### src/rtl/asram_pkg.sv
`timescale 1ns/1ps
package asram_pkg;

   typedef enum logic [2:0] {
      ST_IDLE  = 3'd0,
      ST_RD    = 3'd1,
      ST_RDONE = 3'd2,
      ST_WSET  = 3'd3,
      ST_WPUL  = 3'd4,
      ST_WHOLD = 3'd5
   } asram_st_e;

   typedef struct packed {
      logic ce_n;
      logic we_n;
      logic oe_n;
      logic dq_oe;
      logic rsp;
   } asram_ctl_t;

   localparam asram_ctl_t CTL_IDLE = '{ce_n: 1'b1, we_n: 1'b1, oe_n: 1'b1, dq_oe: 1'b0, rsp: 1'b0};

   // whole cycles covering t_ns at period p_ns, never fewer than one
   function automatic int cycles_for(input int t_ns, input int p_ns);
      int r;
      r = (t_ns + p_ns - 1) / p_ns;
      return (r < 1) ? 1 : r;
   endfunction

   function automatic int imax(input int a, input int b);
      return (a > b) ? a : b;
   endfunction

   function automatic asram_ctl_t ctl_of(input asram_st_e s);
      asram_ctl_t c;
      c = CTL_IDLE;
      case (s)
         ST_RD:    begin c.ce_n = 1'b0; c.oe_n = 1'b0; end
         ST_RDONE: begin c.rsp = 1'b1; end
         ST_WSET:  begin c.ce_n = 1'b0; end
         ST_WPUL:  begin c.ce_n = 1'b0; c.we_n = 1'b0; c.dq_oe = 1'b1; end
         ST_WHOLD: begin c.ce_n = 1'b0; c.dq_oe = 1'b1; end
         default:  c = CTL_IDLE;
      endcase
      return c;
   endfunction

endpackage

### src/rtl/asram_wait_timer.sv
`timescale 1ns/1ps
module asram_wait_timer #(
   parameter int WAIT = 1
) (
   input  logic clk,
   input  logic rst_n,
   input  logic load,
   output logic last
);
   localparam int CNT_W = (WAIT > 1) ? $clog2(WAIT) : 1;
   localparam logic [CNT_W-1:0] LOAD_VAL = CNT_W'(WAIT - 1);

   logic [CNT_W-1:0] cnt_q;

   always_ff @(posedge clk or negedge rst_n) begin
      if (!rst_n)
         cnt_q <= '0;
      else if (load)
         cnt_q <= LOAD_VAL;
      else if (cnt_q != '0)
         cnt_q <= cnt_q - 1'b1;
   end

   assign last = (cnt_q == '0);
endmodule

### src/rtl/asram_fsm.sv
`timescale 1ns/1ps
module asram_fsm
   import asram_pkg::*;
(
   input  logic      clk,
   input  logic      rst_n,
   input  logic      req_valid,
   input  logic      req_write,
   input  logic      tmr_last,
   output asram_st_e state_q,
   output asram_st_e state_d,
   output logic      ready,
   output logic      accept,
   output logic      tmr_load,
   output logic      capture
);
   always_comb begin
      state_d = state_q;
      case (state_q)
         ST_IDLE:  if (req_valid) state_d = req_write ? ST_WSET : ST_RD;
         ST_RD:    if (tmr_last) state_d = ST_RDONE;
         ST_RDONE: state_d = ST_IDLE;
         ST_WSET:  state_d = ST_WPUL;
         ST_WPUL:  if (tmr_last) state_d = ST_WHOLD;
         ST_WHOLD: state_d = ST_IDLE;
         default:  state_d = ST_IDLE;
      endcase
   end

   always_ff @(posedge clk or negedge rst_n) begin
      if (!rst_n) state_q <= ST_IDLE;
      else        state_q <= state_d;
   end

   assign ready    = (state_q == ST_IDLE);
   assign accept   = ready && req_valid;
   assign tmr_load = ((state_d == ST_RD)   && (state_q != ST_RD)) ||
                     ((state_d == ST_WPUL) && (state_q != ST_WPUL));
   assign capture  = (state_q == ST_RD) && tmr_last;
endmodule

### src/rtl/asram_ctl_out.sv
`timescale 1ns/1ps
module asram_ctl_out
   import asram_pkg::*;
#(
   parameter bit REG_CTRL = 1'b1
) (
   input  logic       clk,
   input  logic       rst_n,
   input  asram_st_e  state_in,
   output asram_ctl_t ctl
);
   generate
      if (REG_CTRL) begin : g_reg
         // state_in is the next state: registering its decode gives glitch-free pins
         asram_ctl_t ctl_q;
         always_ff @(posedge clk or negedge rst_n) begin
            if (!rst_n) ctl_q <= CTL_IDLE;
            else        ctl_q <= ctl_of(state_in);
         end
         assign ctl = ctl_q;
      end else begin : g_comb
         // state_in is the current state: decode only
         assign ctl = ctl_of(state_in);
      end
   endgenerate
endmodule

### src/rtl/asram_datapath.sv
`timescale 1ns/1ps
module asram_datapath #(
   parameter int ADDR_W = 17,
   parameter int DATA_W = 8
) (
   input  logic              clk,
   input  logic              rst_n,
   input  logic              accept,
   input  logic              capture,
   input  logic [ADDR_W-1:0] req_addr,
   input  logic [DATA_W-1:0] req_wdata,
   input  logic [DATA_W-1:0] dq_in,
   output logic [ADDR_W-1:0] addr,
   output logic [DATA_W-1:0] dq_out,
   output logic [DATA_W-1:0] rdata
);
   always_ff @(posedge clk or negedge rst_n) begin
      if (!rst_n) begin
         addr   <= '0;
         dq_out <= '0;
      end else if (accept) begin
         addr   <= req_addr;
         dq_out <= req_wdata;
      end
   end

   always_ff @(posedge clk or negedge rst_n) begin
      if (!rst_n)       rdata <= '0;
      else if (capture) rdata <= dq_in;
   end
endmodule

### src/rtl/asram_ctrl.sv
`timescale 1ns/1ps
module asram_ctrl
   import asram_pkg::*;
#(
   parameter int ADDR_W   = 17,
   parameter int DATA_W   = 8,
   parameter int CLK_NS   = 10,
   parameter int T_CYC_NS = 10,
   parameter int T_OE_NS  = 5,
   parameter bit REG_CTRL = 1'b1
) (
   input  logic              clk,
   input  logic              rst_n,
   input  logic              req_valid,
   output logic              req_ready,
   input  logic              req_write,
   input  logic [ADDR_W-1:0] req_addr,
   input  logic [DATA_W-1:0] req_wdata,
   output logic              rsp_valid,
   output logic [DATA_W-1:0] rsp_rdata,
   output logic [ADDR_W-1:0] mem_addr,
   output logic              mem_ce_n,
   output logic              mem_we_n,
   output logic              mem_oe_n,
   output logic [DATA_W-1:0] mem_dq_out,
   output logic              mem_dq_oe,
   input  logic [DATA_W-1:0] mem_dq_in
);
   localparam int CYC_WAIT = cycles_for(T_CYC_NS, CLK_NS);
   localparam int OE_WAIT  = cycles_for(T_OE_NS, CLK_NS);
   localparam int ACC_WAIT = imax(CYC_WAIT, OE_WAIT);

   generate
      if (ADDR_W < 1 || DATA_W < 1) begin : g_bad_width
         $error("asram_ctrl: address and data widths must be at least 1");
      end
      if (CLK_NS < 1 || T_CYC_NS < 1 || T_OE_NS < 1) begin : g_bad_time
         $error("asram_ctrl: clock period and memory timings must be positive");
      end
   endgenerate

   asram_st_e  state_q, state_d, st_for_ctl;
   asram_ctl_t ctl;
   logic       accept, tmr_load, tmr_last, capture;

   asram_fsm u_fsm (
      .clk       (clk),
      .rst_n     (rst_n),
      .req_valid (req_valid),
      .req_write (req_write),
      .tmr_last  (tmr_last),
      .state_q   (state_q),
      .state_d   (state_d),
      .ready     (req_ready),
      .accept    (accept),
      .tmr_load  (tmr_load),
      .capture   (capture)
   );

   asram_wait_timer #(.WAIT(ACC_WAIT)) u_timer (
      .clk   (clk),
      .rst_n (rst_n),
      .load  (tmr_load),
      .last  (tmr_last)
   );

   generate
      if (REG_CTRL) begin : g_st_next
         assign st_for_ctl = state_d;
      end else begin : g_st_cur
         assign st_for_ctl = state_q;
      end
   endgenerate

   asram_ctl_out #(.REG_CTRL(REG_CTRL)) u_ctl (
      .clk      (clk),
      .rst_n    (rst_n),
      .state_in (st_for_ctl),
      .ctl      (ctl)
   );

   asram_datapath #(.ADDR_W(ADDR_W), .DATA_W(DATA_W)) u_dp (
      .clk       (clk),
      .rst_n     (rst_n),
      .accept    (accept),
      .capture   (capture),
      .req_addr  (req_addr),
      .req_wdata (req_wdata),
      .dq_in     (mem_dq_in),
      .addr      (mem_addr),
      .dq_out    (mem_dq_out),
      .rdata     (rsp_rdata)
   );

   assign mem_ce_n  = ctl.ce_n;
   assign mem_we_n  = ctl.we_n;
   assign mem_oe_n  = ctl.oe_n;
   assign mem_dq_oe = ctl.dq_oe;
   assign rsp_valid = ctl.rsp;
endmodule

### config.mk
export PLATFORM = sky130hd
export DESIGN_NAME = asram_ctrl
export DESIGN_NICKNAME = d
export VERILOG_FILES = /design/src/rtl/asram_pkg.sv /design/src/rtl/asram_wait_timer.sv /design/src/rtl/asram_fsm.sv /design/src/rtl/asram_ctl_out.sv /design/src/rtl/asram_datapath.sv /design/src/rtl/asram_ctrl.sv
export SDC_FILE = /design/constraint.sdc
export NUM_CORES = 1
export LEC_CHECK = 0
export CAP_MARGIN = 20
export CORE_ASPECT_RATIO = 1.1
export CORE_MARGIN = 5
export CORE_UTILIZATION = 50
export CTS_BUF_LIST = sky130_fd_sc_hd__clkbuf_16
export CTS_CLUSTER_DIAMETER = 40
export CTS_CLUSTER_SIZE = 10
export DETAILED_ROUTE_END_ITERATION = 12
export DONT_BUFFER_PORTS = 1
export PLACE_DENSITY_LB_ADDON = 0.12
export SETUP_SLACK_MARGIN = 0.05
export SYNTH_ARGS = -nofsm -noshare
export SYNTH_HDL_FRONTEND = slang
export SYNTH_SLANG_ARGS = --single-unit
### constraint.sdc
create_clock -name clk -period 1.6 [get_ports clk]
set_input_delay 0.32 -clock clk [delete_from_list [all_inputs] [get_ports clk]]
set_output_delay 0.32 -clock clk [all_outputs]
set_load 0.02 [all_outputs]
==> flow_summary.toml <==
[sta]
max_freq_ghz = 0.665
final_hold_viol_count = 0
fin_crit_ns = 1.50
period_share_pct = 94.0
worst_pin_slew_ns = 0.289
setup_tns_ns = 0
skew_ns = 0.00244
setup_viol_count_final = 0
grt_setup_unrepaired = "yes"
slew-limit-headroom_pct = 80.7
slew_violations = 0
setup_slack_ns = 0.0957

[cells_and_area]
layout.nets = 143
final_common_cell = "dfrtp_1"
final_area_sq_mm = 0.00181
areaGrowthSynthToFinish_pct = 17.7
antenna_cells = 0
layout_common_cells = "dfrtp_1, mux2_2, buf_4, clkbuf_16, dfstp_2"
drive_gt1_share_pct = 51.4
fin_cells = 141

[worst_setup_path]
cp_max_fo = 6
required_ns = 1.28
crit_path_end_kind = "output pin"
arrival_ns = 1.18
startpoint_type = "flip-flop"
path_class = "reg -> out"

[detailed_routing]
drt_iter0_drc = 60
drc = 0
ant_nets = 0
vias = 801
wl_per_cell_um = 19.4
routed_via_density = 5.68
drt_first_pass_iters = 3
finalWirelength_um = 2740

[global_routing]
grt_pass1_wl_um = 4350
gr-usage-all-layers_pct = 13.3
grt_start_max_net_pins = 42
grt-ovfl-total = 0
grt_antenna_before_repair = 0
grt_pass1_vias = 905

[floorplanning]
die_area_sq_mm = 0.00429
ios = 76
rows = 21
die_y_um = 68.2
fp.coreArea_sq_mm = 0.00300
initial_core_util_pct = 51.4
die_width_um = 62.9

[place]
port_buffers = 0
dp_hpwl_um = 1940
dp_cells = 128
place_congestion = 0.681
place_area_sq_mm = 0.00160
pre_cts_ws_ns = 0.123

[yosys]
synth_area_sq_mm = 0.00154
synth_nets = 129
synth_cell_types = 15
synth_seq_cells = 41
synth.avg_cell_area_sq_um = 16.7
synthCells = 92
ys.warnings.count = 0
seq_area_frac_synth_pct = 66.9

[status]
status = "finished, final reports clean"

[pwr]
vdd_drop_max_mv = 1.44
p_leak_nw = 0.789
power_mw = 4.47
pwr_density_cell_mw_per_mm2 = 2470

[worst_hold_path]
hold_class = "in -> reg"

[job]
drv_cap = 0

[cts]
cts_tree = "yes"
clock-sinks = 41
cts-root-buf = "clkbuf_16"
h-tree-depth = 2
clockBufferDepth = 2
path_clk_slew_ns = 0.05
numCtsBuffers = 5
clock_latency_ns = 0.27
[registers in the layout, indices dropped and copies added, names as in the netlist]
name,flops
u_dp.addr,17
u_dp.dq_out,8
u_dp.rdata,8
u_ctl.ctl,5
u_fsm.state_q,3
[layout make-up]
cell class | count | area (sq um)
clock inverter | 3 | 12.5
tap | 34 | 42.5
clock buffer | 5 | 125
sequential | 41 | 1030
multi-input combinational | 46 | 478
fill | 221 | 1180
timing repair buffer | 12 | 125
[critical path: stages (launching register included)]
cell and delay [ns]:
dfrtp_1 0.40, buf_4 0.17, nor3_4 0.19, buf_6 0.14
[where the power goes]
part	leakage, nW	switching, mW	total, mW	internal [mW]
registers	0.485	0.917	2.48	1.56
clock network	0.0687	0.349	0.912	0.562
logic	0.236	0.402	1.08	0.681
[final timing paths]
kind	depth (start not counted)	endpoint	slack, ns	start
min in group asynchronous	2	u_dp.addr[6]	0.52	rst_n
setup / recovery	3	req_ready	0.1	u_fsm.state_q[2]
hold reg to reg	1	u_dp.addr[8]	0.64	u_dp.addr[8]
max in group asynchronous	2	u_ctl.ctl[4]	0.82	rst_n
setup reg to reg	3	u_dp.dq_out[5]	0.13	u_fsm.state_q[0]
hold / removal	1	u_ctl.ctl[2]	0.12	req_valid
[synthesized netlist by cell type]
cell       n  area (sq um)
nor3_1     3          15.0
buf_6      3          33.8
dfrtp_1   38           951
nor2_1     1          3.75
nor4b_4    1          23.8
mux2_2    32           360
or3b_2     1          8.76
mux2_1     1          11.3
o31a_1     1          8.76
buf_2      2          10.0
nand3b_1   2          15.0
a21oi_1    1          5.00
dfstp_2    3          78.8
nor3b_1    1          7.51
nand2_1    2          7.51
[cell families after synthesis]
group | share of synthesized area (%)
flip-flops | 66.9
buffers and inverters | 2.84
AND/OR/NAND/NOR | 5.28
AO/OA/AOI/OAI | 0.893
multiplexers | 24.1
[routing by layer]
metal,track usage [%],up-vias,wire (um)
li1,-,346,-
met1,13.8,400,985
met2,20.8,53,1350
met3,9.36,2,388
met4,6.10,0,11
met5,0,-,0
[stage by stage]
step                      hold WS, ns  util [%]
after global placement         0.0253      53.6
after floorplan                0.0244         -
after CTS                       0.105      59.6
after global routing            0.111      60.5
after detailed placement       0.0254      53.6
final                           0.115      60.5
[timing repair]
action                                  CTS  global route
hold buffers                              2             0
buffers inserted                          0             3
endpoints found under the hold margin    41             0
endpoints found under the setup margin    1             1
gates resized for setup                   3             1
pin swaps                                 0             1
Note: power is estimated with default switching activity, not from simulation.
